## src/rtl/irq_ctrl_pkg.sv

```systemverilog
package irq_ctrl_pkg;
   typedef enum logic [1:0] {
      CFG_MASK = 2'd0,
      CFG_TRIG = 2'd1,
      CFG_BASE = 2'd2,
      CFG_CASC = 2'd3
   } cfg_sel_e;
endpackage

```

## src/rtl/irq_line_latch.sv

```systemverilog
module irq_line_latch (
   input  logic clk,
   input  logic rst_n,
   input  logic line_in,
   input  logic level_mode,
   input  logic take,
   output logic req
);
   logic prev_q;
   logic req_q;

   always_ff @(posedge clk or negedge rst_n) begin
      if (!rst_n) begin
         prev_q <= 1'b0;
         req_q  <= 1'b0;
      end else begin
         prev_q <= line_in;
         if (!line_in || take)
            req_q <= 1'b0;
         else if (level_mode || !prev_q)
            req_q <= 1'b1;
      end
   end

   assign req = req_q;

   // in edge mode a line already seen high cannot become pending
   a_r1_edge_needs_rise: assert property (@(posedge clk) disable iff (!rst_n)
      (!level_mode && !req_q && prev_q) |=> !req_q);

   // a low input always drops the pending bit
   a_r3_drop_on_fall: assert property (@(posedge clk) disable iff (!rst_n)
      !line_in |=> !req_q);
endmodule

```

## src/rtl/irq_prio_pick.sv

```systemverilog
module irq_prio_pick #(
   parameter int NUM_LINES = 8,
   localparam int LW = $clog2(NUM_LINES)
) (
   input  logic [NUM_LINES-1:0] pend,
   input  logic [NUM_LINES-1:0] isr,
   output logic                 win_valid,
   output logic [LW-1:0]        win_idx
);
   logic blocked;

   always_comb begin
      blocked   = 1'b0;
      win_valid = 1'b0;
      win_idx   = '0;
      for (int i = 0; i < NUM_LINES; i++) begin
         if (!blocked && !win_valid) begin
            if (isr[i])
               blocked = 1'b1;
            else if (pend[i]) begin
               win_valid = 1'b1;
               win_idx   = LW'(i);
            end
         end
      end
   end

   // a winner is pending and nothing at or above it is in service
   always_comb begin
      if (win_valid) begin
         a_r5_winner_pending: assert (pend[win_idx]);
         a_r6_no_isr_above: assert ((isr & ((NUM_LINES'(1) << win_idx) << 1) - NUM_LINES'(1)) == '0);
      end
   end
endmodule

```

## src/rtl/irq_service.sv

```systemverilog
module irq_service #(
   parameter int NUM_LINES = 8,
   localparam int LW = $clog2(NUM_LINES)
) (
   input  logic                 clk,
   input  logic                 rst_n,
   input  logic                 grant,
   input  logic [LW-1:0]        grant_idx,
   input  logic                 eoi,
   output logic [NUM_LINES-1:0] isr
);
   logic [NUM_LINES-1:0] isr_q;
   logic [NUM_LINES-1:0] retire;
   logic [NUM_LINES-1:0] enter;

   assign retire = eoi   ? (isr_q & (~isr_q + NUM_LINES'(1))) : '0;
   assign enter  = grant ? (NUM_LINES'(1) << grant_idx)       : '0;

   always_ff @(posedge clk or negedge rst_n) begin
      if (!rst_n)
         isr_q <= '0;
      else
         isr_q <= (isr_q & ~retire) | enter;
   end

   assign isr = isr_q;

   // one end-of-interrupt retires exactly one bit
   a_r7_eoi_retires_one: assert property (@(posedge clk) disable iff (!rst_n)
      (eoi && !grant && (isr_q != '0)) |=> ($countones(isr_q) + 1 == $past($countones(isr_q))));

   // a grant places its line in service
   a_r8_grant_enters: assert property (@(posedge clk) disable iff (!rst_n)
      (grant && !eoi) |=> isr_q[$past(grant_idx)]);
endmodule

```

## src/rtl/irq_prio_ctrl.sv

```systemverilog
module irq_prio_ctrl #(
   parameter int NUM_LINES       = 8,
   parameter int VEC_W           = 8,
   parameter bit CASCADE_CAPABLE = 1'b1,
   localparam int LW     = $clog2(NUM_LINES),
   localparam int BASE_W = VEC_W - LW
) (
   input  logic                 clk,
   input  logic                 rst_n,
   input  logic [NUM_LINES-1:0] irq_in,
   input  logic                 cfg_we,
   input  logic [1:0]           cfg_sel,
   input  logic [NUM_LINES-1:0] cfg_wdata,
   input  logic                 ack,
   input  logic                 eoi,
   output logic                 int_out,
   output logic                 cascade_out,
   output logic                 vec_valid,
   output logic [VEC_W-1:0]     vec_out,
   output logic                 casc_sel
);
   import irq_ctrl_pkg::*;

   if (NUM_LINES < 2 || (NUM_LINES & (NUM_LINES - 1)) != 0) begin : g_bad_lines
      $error("NUM_LINES must be a power of two of at least 2");
   end
   if (BASE_W < 1 || BASE_W > NUM_LINES) begin : g_bad_vec
      $error("VEC_W must leave a base field that fits the write data");
   end
   if (LW + 1 > NUM_LINES) begin : g_bad_casc
      $error("cascade config field does not fit the write data");
   end

   logic [NUM_LINES-1:0] imr_q;
   logic [NUM_LINES-1:0] lvl_q;
   logic [BASE_W-1:0]    base_q;
   logic                 casc_en;
   logic [LW-1:0]        casc_line;

   logic [NUM_LINES-1:0] req;
   logic [NUM_LINES-1:0] pend;
   logic [NUM_LINES-1:0] isr;
   logic [NUM_LINES-1:0] take;
   logic [NUM_LINES-1:0] line_lvl;
   logic                 win_valid;
   logic [LW-1:0]        win_idx;
   logic                 grant;
   logic                 to_casc;

   logic                 vec_valid_q;
   logic [VEC_W-1:0]     vec_q;
   logic                 casc_sel_q;

   always_ff @(posedge clk or negedge rst_n) begin
      if (!rst_n) begin
         imr_q  <= '1;
         lvl_q  <= '0;
         base_q <= '0;
      end else if (cfg_we) begin
         case (cfg_sel_e'(cfg_sel))
            CFG_MASK: imr_q  <= cfg_wdata;
            CFG_TRIG: lvl_q  <= cfg_wdata;
            CFG_BASE: base_q <= cfg_wdata[BASE_W-1:0];
            default:  ;
         endcase
      end
   end

   if (CASCADE_CAPABLE) begin : g_casc
      logic          en_q;
      logic [LW-1:0] line_q;
      always_ff @(posedge clk or negedge rst_n) begin
         if (!rst_n) begin
            en_q   <= 1'b0;
            line_q <= '0;
         end else if (cfg_we && cfg_sel_e'(cfg_sel) == CFG_CASC) begin
            en_q   <= cfg_wdata[LW];
            line_q <= cfg_wdata[LW-1:0];
         end
      end
      assign casc_en   = en_q;
      assign casc_line = line_q;
   end else begin : g_no_casc
      assign casc_en   = 1'b0;
      assign casc_line = '0;
   end

   for (genvar i = 0; i < NUM_LINES; i++) begin : g_line
      assign line_lvl[i] = lvl_q[i] | (casc_en && casc_line == LW'(i));
      assign take[i]     = grant && win_idx == LW'(i);
      irq_line_latch u_latch (
         .clk        (clk),
         .rst_n      (rst_n),
         .line_in    (irq_in[i]),
         .level_mode (line_lvl[i]),
         .take       (take[i]),
         .req        (req[i])
      );
   end

   assign pend = req & ~imr_q;

   irq_prio_pick #(.NUM_LINES(NUM_LINES)) u_pick (
      .pend      (pend),
      .isr       (isr),
      .win_valid (win_valid),
      .win_idx   (win_idx)
   );

   assign grant   = ack && win_valid;
   assign to_casc = casc_en && win_idx == casc_line;

   irq_service #(.NUM_LINES(NUM_LINES)) u_svc (
      .clk       (clk),
      .rst_n     (rst_n),
      .grant     (grant),
      .grant_idx (win_idx),
      .eoi       (eoi),
      .isr       (isr)
   );

   always_ff @(posedge clk or negedge rst_n) begin
      if (!rst_n) begin
         vec_valid_q <= 1'b0;
         vec_q       <= '0;
         casc_sel_q  <= 1'b0;
      end else begin
         vec_valid_q <= 1'b0;
         casc_sel_q  <= 1'b0;
         if (ack) begin
            if (win_valid && to_casc)
               casc_sel_q <= 1'b1;
            else begin
               vec_valid_q <= 1'b1;
               vec_q       <= {base_q, (win_valid ? win_idx : {LW{1'b1}})};
            end
         end
      end
   end

   assign int_out     = win_valid;
   assign cascade_out = |pend;
   assign vec_valid   = vec_valid_q;
   assign vec_out     = vec_q;
   assign casc_sel    = casc_sel_q;

   // a masked line is never granted
   a_r4_mask_blocks_grant: assert property (@(posedge clk) disable iff (!rst_n)
      grant |-> !imr_q[win_idx]);

   // nothing eligible at acknowledge gives the line-7 vector
   a_r9_spurious_when_idle: assert property (@(posedge clk) disable iff (!rst_n)
      (ack && !int_out) |=> (vec_valid && vec_out[LW-1:0] == {LW{1'b1}} && !casc_sel));

   // cascade select only while the cascade line is still pending
   a_r11_casc_needs_pending: assert property (@(posedge clk) disable iff (!rst_n)
      (ack && !(casc_en && pend[casc_line])) |=> !casc_sel);

   // vector and cascade select never coincide
   a_r8_one_answer: assert property (@(posedge clk) disable iff (!rst_n)
      !(vec_valid && casc_sel));
endmodule

```

## config.mk

```make
export PLATFORM = sky130hd
export DESIGN_NAME = irq_prio_ctrl
export DESIGN_NICKNAME = d
export VERILOG_FILES = /design/src/rtl/irq_ctrl_pkg.sv /design/src/rtl/irq_line_latch.sv /design/src/rtl/irq_prio_pick.sv /design/src/rtl/irq_service.sv /design/src/rtl/irq_prio_ctrl.sv
export SDC_FILE = /design/constraint.sdc
export NUM_CORES = 1
export LEC_CHECK = 0
export CAP_MARGIN = 10
export CELL_PAD_IN_SITES_DETAIL_PLACEMENT = 1
export CELL_PAD_IN_SITES_GLOBAL_PLACEMENT = 1
export CORE_ASPECT_RATIO = 1.4
export CORE_MARGIN = 3
export CORE_UTILIZATION = 28
export DETAILED_ROUTE_END_ITERATION = 8
export DONT_BUFFER_PORTS = 1
export PLACE_DENSITY = 0.55
export SLEW_MARGIN = 20
export SYNTH_ARGS = -nofsm -noshare
export SYNTH_HDL_FRONTEND = slang
export SYNTH_SLANG_ARGS = --single-unit
export TNS_END_PERCENT = 10
```

## constraint.sdc

```tcl
create_clock -name clk -period 6.2 [get_ports clk]
set_input_delay 1.24 -clock clk [delete_from_list [all_inputs] [get_ports clk]]
set_output_delay 1.24 -clock clk [all_outputs]
set_load 0.1 [all_outputs]
```

==> impl_metrics.py, run 1 <==
metrics = {
    "routing": {
        "num_vias": 1894,
        "drt-initial-drc-count": 61,
        "routed_via_density": 4.945,
        "routed_wl_um": 7293,
        "route.met2.wl_um": 3829,
        "drt_pass1_iterations": 4,
        "ant_nets": 0,
        "met1Wirelength_um": 2936,
        "top_layer": "met4",
        "drt-wirelength-per-cell_um": 19.04,
        "met3_length_um": 349,
        "remaining_drc_errors": 0,
    },
    "place": {
        "place_hpwl_um": 5599,
        "gp_congestion": 0.8726,
        "place.port_buffers": 0,
    },
    "timing": {
        "finalClockSkew_ns": 0.007641,
        "slew_viol_final": 0,
        "rsz0062_at_grt": "no",
        "fin_tns_setup_ns": 0,
        "hold_violations": 0,
        "setup_violations": 0,
        "relSlewSlack_pct": 26.88,
        "finalCritPeriodShare_pct": 61.42,
        "tightest_slew_ns": 1.097,
        "max_freq_mhz": 262.6,
        "holdWs_ns": 0.5015,
        "post-route-min-period_ns": 3.808,
    },
    "critical_path": {
        "path_max_fanout": 7,
        "cp.arrival_ns": 2.57,
        "startpoint": "imr_q[1]$_DFFE_PN1P_",
        "critPathLaunchType": "flip-flop",
        "worst-setup-path-type": "flip-flop to output pin",
        "timing.rr.start": "imr_q[1]$_DFFE_PN1P_",
        "endpoint_kind": "output pin",
        "crit_required_ns": 4.96,
    },
    "global_route": {
        "grt_pass1_vias": 2035,
        "grt_util_all_layers_pct": 14.10,
        "grt_antenna_before_repair": 0,
        "overflow": 0,
        "grt_pass1_wl_um": 11560,
        "grt_max_degree": 60,
    },
    "yosys": {
        "synth_edf_count": 0,
        "synth.top_cells.by_area": "dfrtp_1, mux2_2, dfstp_2",
        "syn_avg_cell_area_um2": 11.84,
        "netlist_area_um2": 2781,
        "synthCells": 235,
        "ys_top_cells_by_count": "dfrtp_1, mux2_2, nand2_1, nor2_1, o21ai_0",
        "yosys_register_bits": 59,
        "yosysSeqAreaShare_pct": 53.44,
        "ys_types": 54,
        "yosysWarnings": 0,
        "yosys.area.top_type": "dfrtp_1",
        "ys_async_sr_fraction_pct": 100.0,
        "syn_nets": 258,
        "netlist.area_leader.share_pct": 45.88,
        "post-synth-top-count-cell": "dfrtp_1",
        "ys.flop_type": "dfrtp_1",
    },
    "power": {
        "p_total_uw": 1716,
        "peakVddDrop_uv": 250.7,
        "p_leak_uw": 0.001378,
        "power_density_nw_per_um2": 533.3,
    },
    "job": {
        "cap_violations": 0,
    },
    "cts": {
        "cts_buffers": 9,
        "cts_tree": "done",
        "cts_setup_buffers": 0,
        "htreeDepth": 3,
        "path_clk_slew_ns": 0.06,
        "clockRootBuffer": "clkbuf_16",
        "cts_resized": 0,
        "cts_hold_buf": 0,
        "cts_buffer_depth": 2,
        "cts.sinks": 59,
        "clkLatencyLatePin_ns": 0.33,
    },
    "outcome": {
        "status": "finished clean",
    },
    "floorplan": {
        "rows": 42,
        "start_util_pct": 29.08,
        "core_um2": 9564,
        "die_w_um": 90.24,
        "die_area_um2": 11180,
        "die_h_um": 123.9,
        "io_pins": 35,
    },
    "hold_path": {
        "hp-class": "flip-flop to flip-flop",
        "min_from": "base_q[2]$_DFFE_PN0P_",
    },
    "finish": {
        "drive_gt1_share_pct": 29.08,
        "area_growth_syn_to_layout_pct": 15.65,
        "fin_nets": 269,
        "diodes": 0,
    },
}
==> state kept, by name, indices dropped and copies added, names as in the netlist <==
name / count
casc_line: 3
u_svc.isr: 8
lvl_q: 8
vec_out: 8
g_line.u_latch.req: 8
casc_sel: 1
vec_valid: 1
g_line.u_latch.prev_q: 8
casc_en: 1
base_q: 5
imr_q: 8
==> through the flow <==
| step | utilization, % | std cells | setup WS, ns | cell area [um^2] |
|---|---|---|---|---|
| after floorplan | - | 235 | 1.618 | 2781 |
| after global placement | 30.81 | 367 | 2.775 | 2947 |
| after detailed placement | 30.81 | 367 | 2.741 | 2947 |
| after CTS | 33.63 | 383 | 2.373 | 3217 |
| after global routing | 33.63 | 383 | 2.266 | 3217 |
| final | 33.63 | 383 | 2.392 | 3217 |
==> power by group <==
group / switching, uW / leakage [uW] / internal [uW]
Sequential: 265 / 0.000703 / 477
Combinational: 318 / 0.000551 / 214
Clock: 176 / 0.000123 / 267
Total: 758 / 0.00138 / 957
==> cells by family (layout without fill, tap and decap cells) <==
logic type	after synthesis	in the layout	share of synthesized area [%]
multiplexers	32	32	13.54
XOR/XNOR	2	2	1.305
buffers and inverters	9	25	1.484
flip-flops	59	59	53.44
AO/OA/AOI/OAI	41	41	12.10
AND/OR/NAND/NOR	92	92	18.13
==> metal layers <==
layer | vias up | global-route usage, %
li1 | 880 | -
met1 | 955 | 15.36
met2 | 43 | 24.73
met3 | 16 | 3.988
met4 | 0 | 8.142
met5 | - | 0
==> layout make-up <==
cell class	count	area [um^2]
clock buffer	9	225.2
clock inverter	7	45.04
fill	1081	6347
inverter	8	30.03
multi-input combinational	167	1257
sequential	59	1486
tap	132	165.2
timing repair buffer	1	7.507
==> cell usage in the layout, fill, tap and decap left out, types with 5 or more instances in the layout <==
master,synthesis,layout
nor2_1,22,22
o211ai_1,6,6
inv_1,8,8
dfrtp_1,51,51
nand2b_1,6,6
o21ai_0,10,9
clkbuf_16,0,9
and3_1,8,8
dfstp_2,8,8
nand2_1,22,22
mux2_2,25,25
mux2_4,5,5
==> critical path, cell delays in order, from the launching register on <==
cell and delay, ns:
dfstp_2 0.52, nand2b_2 0.18, and4_4 0.25, a31oi_1 0.07, o21ai_1 0.23, nand2_1 0.10, o21ai_2 0.87
==> path summary, 6_finish.rpt <==
check,to,slack (ns),depth (start not counted)
max,int_out,2.39,6
min in group asynchronous,lvl_q[2]$_DFFE_PN0P_,0.60,0
max in group asynchronous,imr_q[5]$_DFFE_PN1P_,5.40,0
min reg2reg,vec_out[5]$_DFFE_PN0P_,0.50,1
min,vec_out[5]$_DFFE_PN0P_,0.50,1
max reg2reg,vec_out[3]$_DFFE_PN0P_,2.96,8
No activity file was read; power rests on OpenSTA's default activity.
==> run 2: changes to the inputs <==
--- a/config.mk
+++ b/config.mk
@@ -13,7 +13,7 @@
 export CORE_UTILIZATION = 28
 export DETAILED_ROUTE_END_ITERATION = 8
 export DONT_BUFFER_PORTS = 1
-export PLACE_DENSITY = 0.55
+export PLACE_DENSITY = 0.56
 export SLEW_MARGIN = 20
 export SYNTH_ARGS = -nofsm -noshare
 export SYNTH_HDL_FRONTEND = slang
==> constraint.sdc (replaced) <==
create_clock -name clk -period 3.5 [get_ports clk]
set_input_delay 0.7 -clock clk [delete_from_list [all_inputs] [get_ports clk]]
set_output_delay 0.7 -clock clk [all_outputs]
set_load 0.1 [all_outputs]
==> impl_metrics.py, run 2 (synthesis gave the netlist of run 1 again) <==
metrics = {
    "cts": {
        "path_clk_slew_ns": 0.05,
        "clkLatencyLatePin_ns": 0.33,
        "cts.sinks": 59,
        "clockRootBuffer": "clkbuf_16",
        "cts_buffers": 9,
        "cts_tree": "done",
        "cts_hold_buf": 0,
        "cts_buffer_depth": 2,
        "cts_setup_buffers": 0,
        "htreeDepth": 3,
        "cts_resized": 0,
    },
    "floorplan": {
        "rows": 42,
        "io_pins": 35,
        "start_util_pct": 29.08,
        "die_area_um2": 11180,
        "die_w_um": 90.24,
        "core_um2": 9564,
        "die_h_um": 123.9,
    },
    "finish": {
        "diodes": 0,
        "multi_input_area_um2": 1257,
        "final_cell_mix": "dfrtp_1, mux2_2, nor2_1, nand2_1",
        "layout_commonest_cell": "dfrtp_1",
        "drive_gt1_share_pct": 29.25,
        "fill_cells": 1086,
        "area_growth_syn_to_layout_pct": 18.80,
        "final_util_pct": 34.55,
        "fin_nets": 271,
        "final_area_um2": 3304,
        "seqCellArea_um2": 1486,
    },
    "timing": {
        "fin_tns_setup_ns": 0,
        "slew_viol_final": 0,
        "setup_violations": 0,
        "hold_violations": 0,
        "tightest_slew_ns": 0.9531,
        "max_freq_mhz": 323.2,
        "rsz0062_at_grt": "no",
        "finalClockSkew_ns": 0.01080,
        "relSlewSlack_pct": 36.46,
        "post-route-min-period_ns": 3.094,
        "finalCritPeriodShare_pct": 88.39,
        "holdWs_ns": 0.06710,
    },
    "routing": {
        "ant_nets": 0,
        "drt_pass1_iterations": 4,
        "routed_wl_um": 7246,
        "num_vias": 1891,
        "drt-initial-drc-count": 56,
        "drt-wirelength-per-cell_um": 18.82,
        "routed_via_density": 4.912,
        "remaining_drc_errors": 0,
    },
    "critical_path": {
        "path_delay_family": "compound AO/OA/AOI/OAI gates",
        "crit_required_ns": 3.71,
        "path_max_fanout": 8,
        "crit_chain": "nand2b_4 -> nand2_1 -> o311ai_1 -> o311ai_0 -> a22o_1 -> and3_1 -> a21boi_2 -> buf_4 -> mux2_4",
        "endpoint_kind": "flip-flop",
        "cp.arrival_ns": 3.31,
        "crit_slowest_cell": "dfstp_2",
        "regToRegSetupSlack_ns": 0.41,
        "slowest_delay_ns": 0.54,
        "worst-setup-path-type": "flip-flop to flip-flop",
        "crit_buf_inv": 1,
        "critPathLaunchType": "flip-flop",
    },
    "global_route": {
        "grt_pass1_vias": 2075,
        "grt_antenna_before_repair": 0,
        "grt_util_all_layers_pct": 14.12,
        "overflow": 0,
        "grt_pass1_wl_um": 11650,
        "grt_max_degree": 60,
    },
    "outcome": {
        "status": "finished clean",
    },
    "place": {
        "place_hpwl_um": 5698,
        "place.port_buffers": 0,
        "gp_congestion": 0.7945,
        "placed_cell_area_um2": 2962,
    },
    "power": {
        "p_leak_uw": 0.001434,
        "p_total_uw": 3287,
        "peakVddDrop_uv": 529.5,
        "power_density_nw_per_um2": 994.7,
    },
    "job": {
        "cap_violations": 0,
    },
    "hold_path": {
        "hp-class": "primary input to async pin",
    },
}
==> run 2: changes by cell type in the layout (fill, tap and decap cells not counted) <==
cell        change
clkbuf_8        +1
clkinv_2        -1
clkinvlp_4      -4
clkbuf_1        +1
buf_4           +2
bufinv_16       +3
==> run 2: final cells by class <==
cell class / instances / area share [%]
sequential: 59 / 44.98
multi-input combinational: 167 / 38.05
clock buffer: 11 / 7.346
tap: 132 / 4.998
clock inverter: 5 / 3.029
inverter: 8 / 0.9087
timing repair buffer: 3 / 0.6816
==> run 2: per-layer routing <==
metal / global-route usage (%) / wire (um) / vias up
li1: - / - / 886
met1: 15.40 / 2914 / 955
met4: 7.950 / 153 / 0
met5: 0 / 0 / -
met2: 25.06 / 3898 / 39
met3: 3.686 / 280 / 11
==> run 2: worst paths after layout <==
kind	from	to	cells after the start
setup reg to reg	imr_q[0]$_DFFE_PN1P_	vec_out[3]$_DFFE_PN0P_	9
setup / recovery	imr_q[0]$_DFFE_PN1P_	vec_out[3]$_DFFE_PN0P_	9
hold reg to reg	base_q[1]$_DFFE_PN0P_	vec_out[4]$_DFFE_PN0P_	1
min in group clk	irq_in[0]	g_line[0].u_latch.prev_q$_DFF_PN0_	0
hold / removal	rst_n	g_line[0].u_latch.prev_q$_DFF_PN0_	0
max in group asynchronous	rst_n	imr_q[6]$_DFFE_PN1P_	0
==> run 2: where the power goes <==
part,switching (uW),internal [uW]
logic,561,395
registers,477,844
clock network,298,711
total,1340,1950
==> run 2: stage by stage <==
| stage | cells | setup WS [ns] |
|---|---|---|
| finish | 385 | 0.4063 |
| CTS | 385 | 0.3909 |
| global route | 385 | 0.2509 |
| global placement | 369 | 0.4415 |
| detailed placement | 369 | 0.4194 |
| floorplan | 235 | 0.2116 |
==> run 2: worst reg2reg max path: cells and delay by family (launching register included) <==
family          cells  cell delay, ns
compound gates      4            1.41
flops               1            0.54
simple gates        3            0.47
buf+inv             1            0.25
mux                 1            0.31
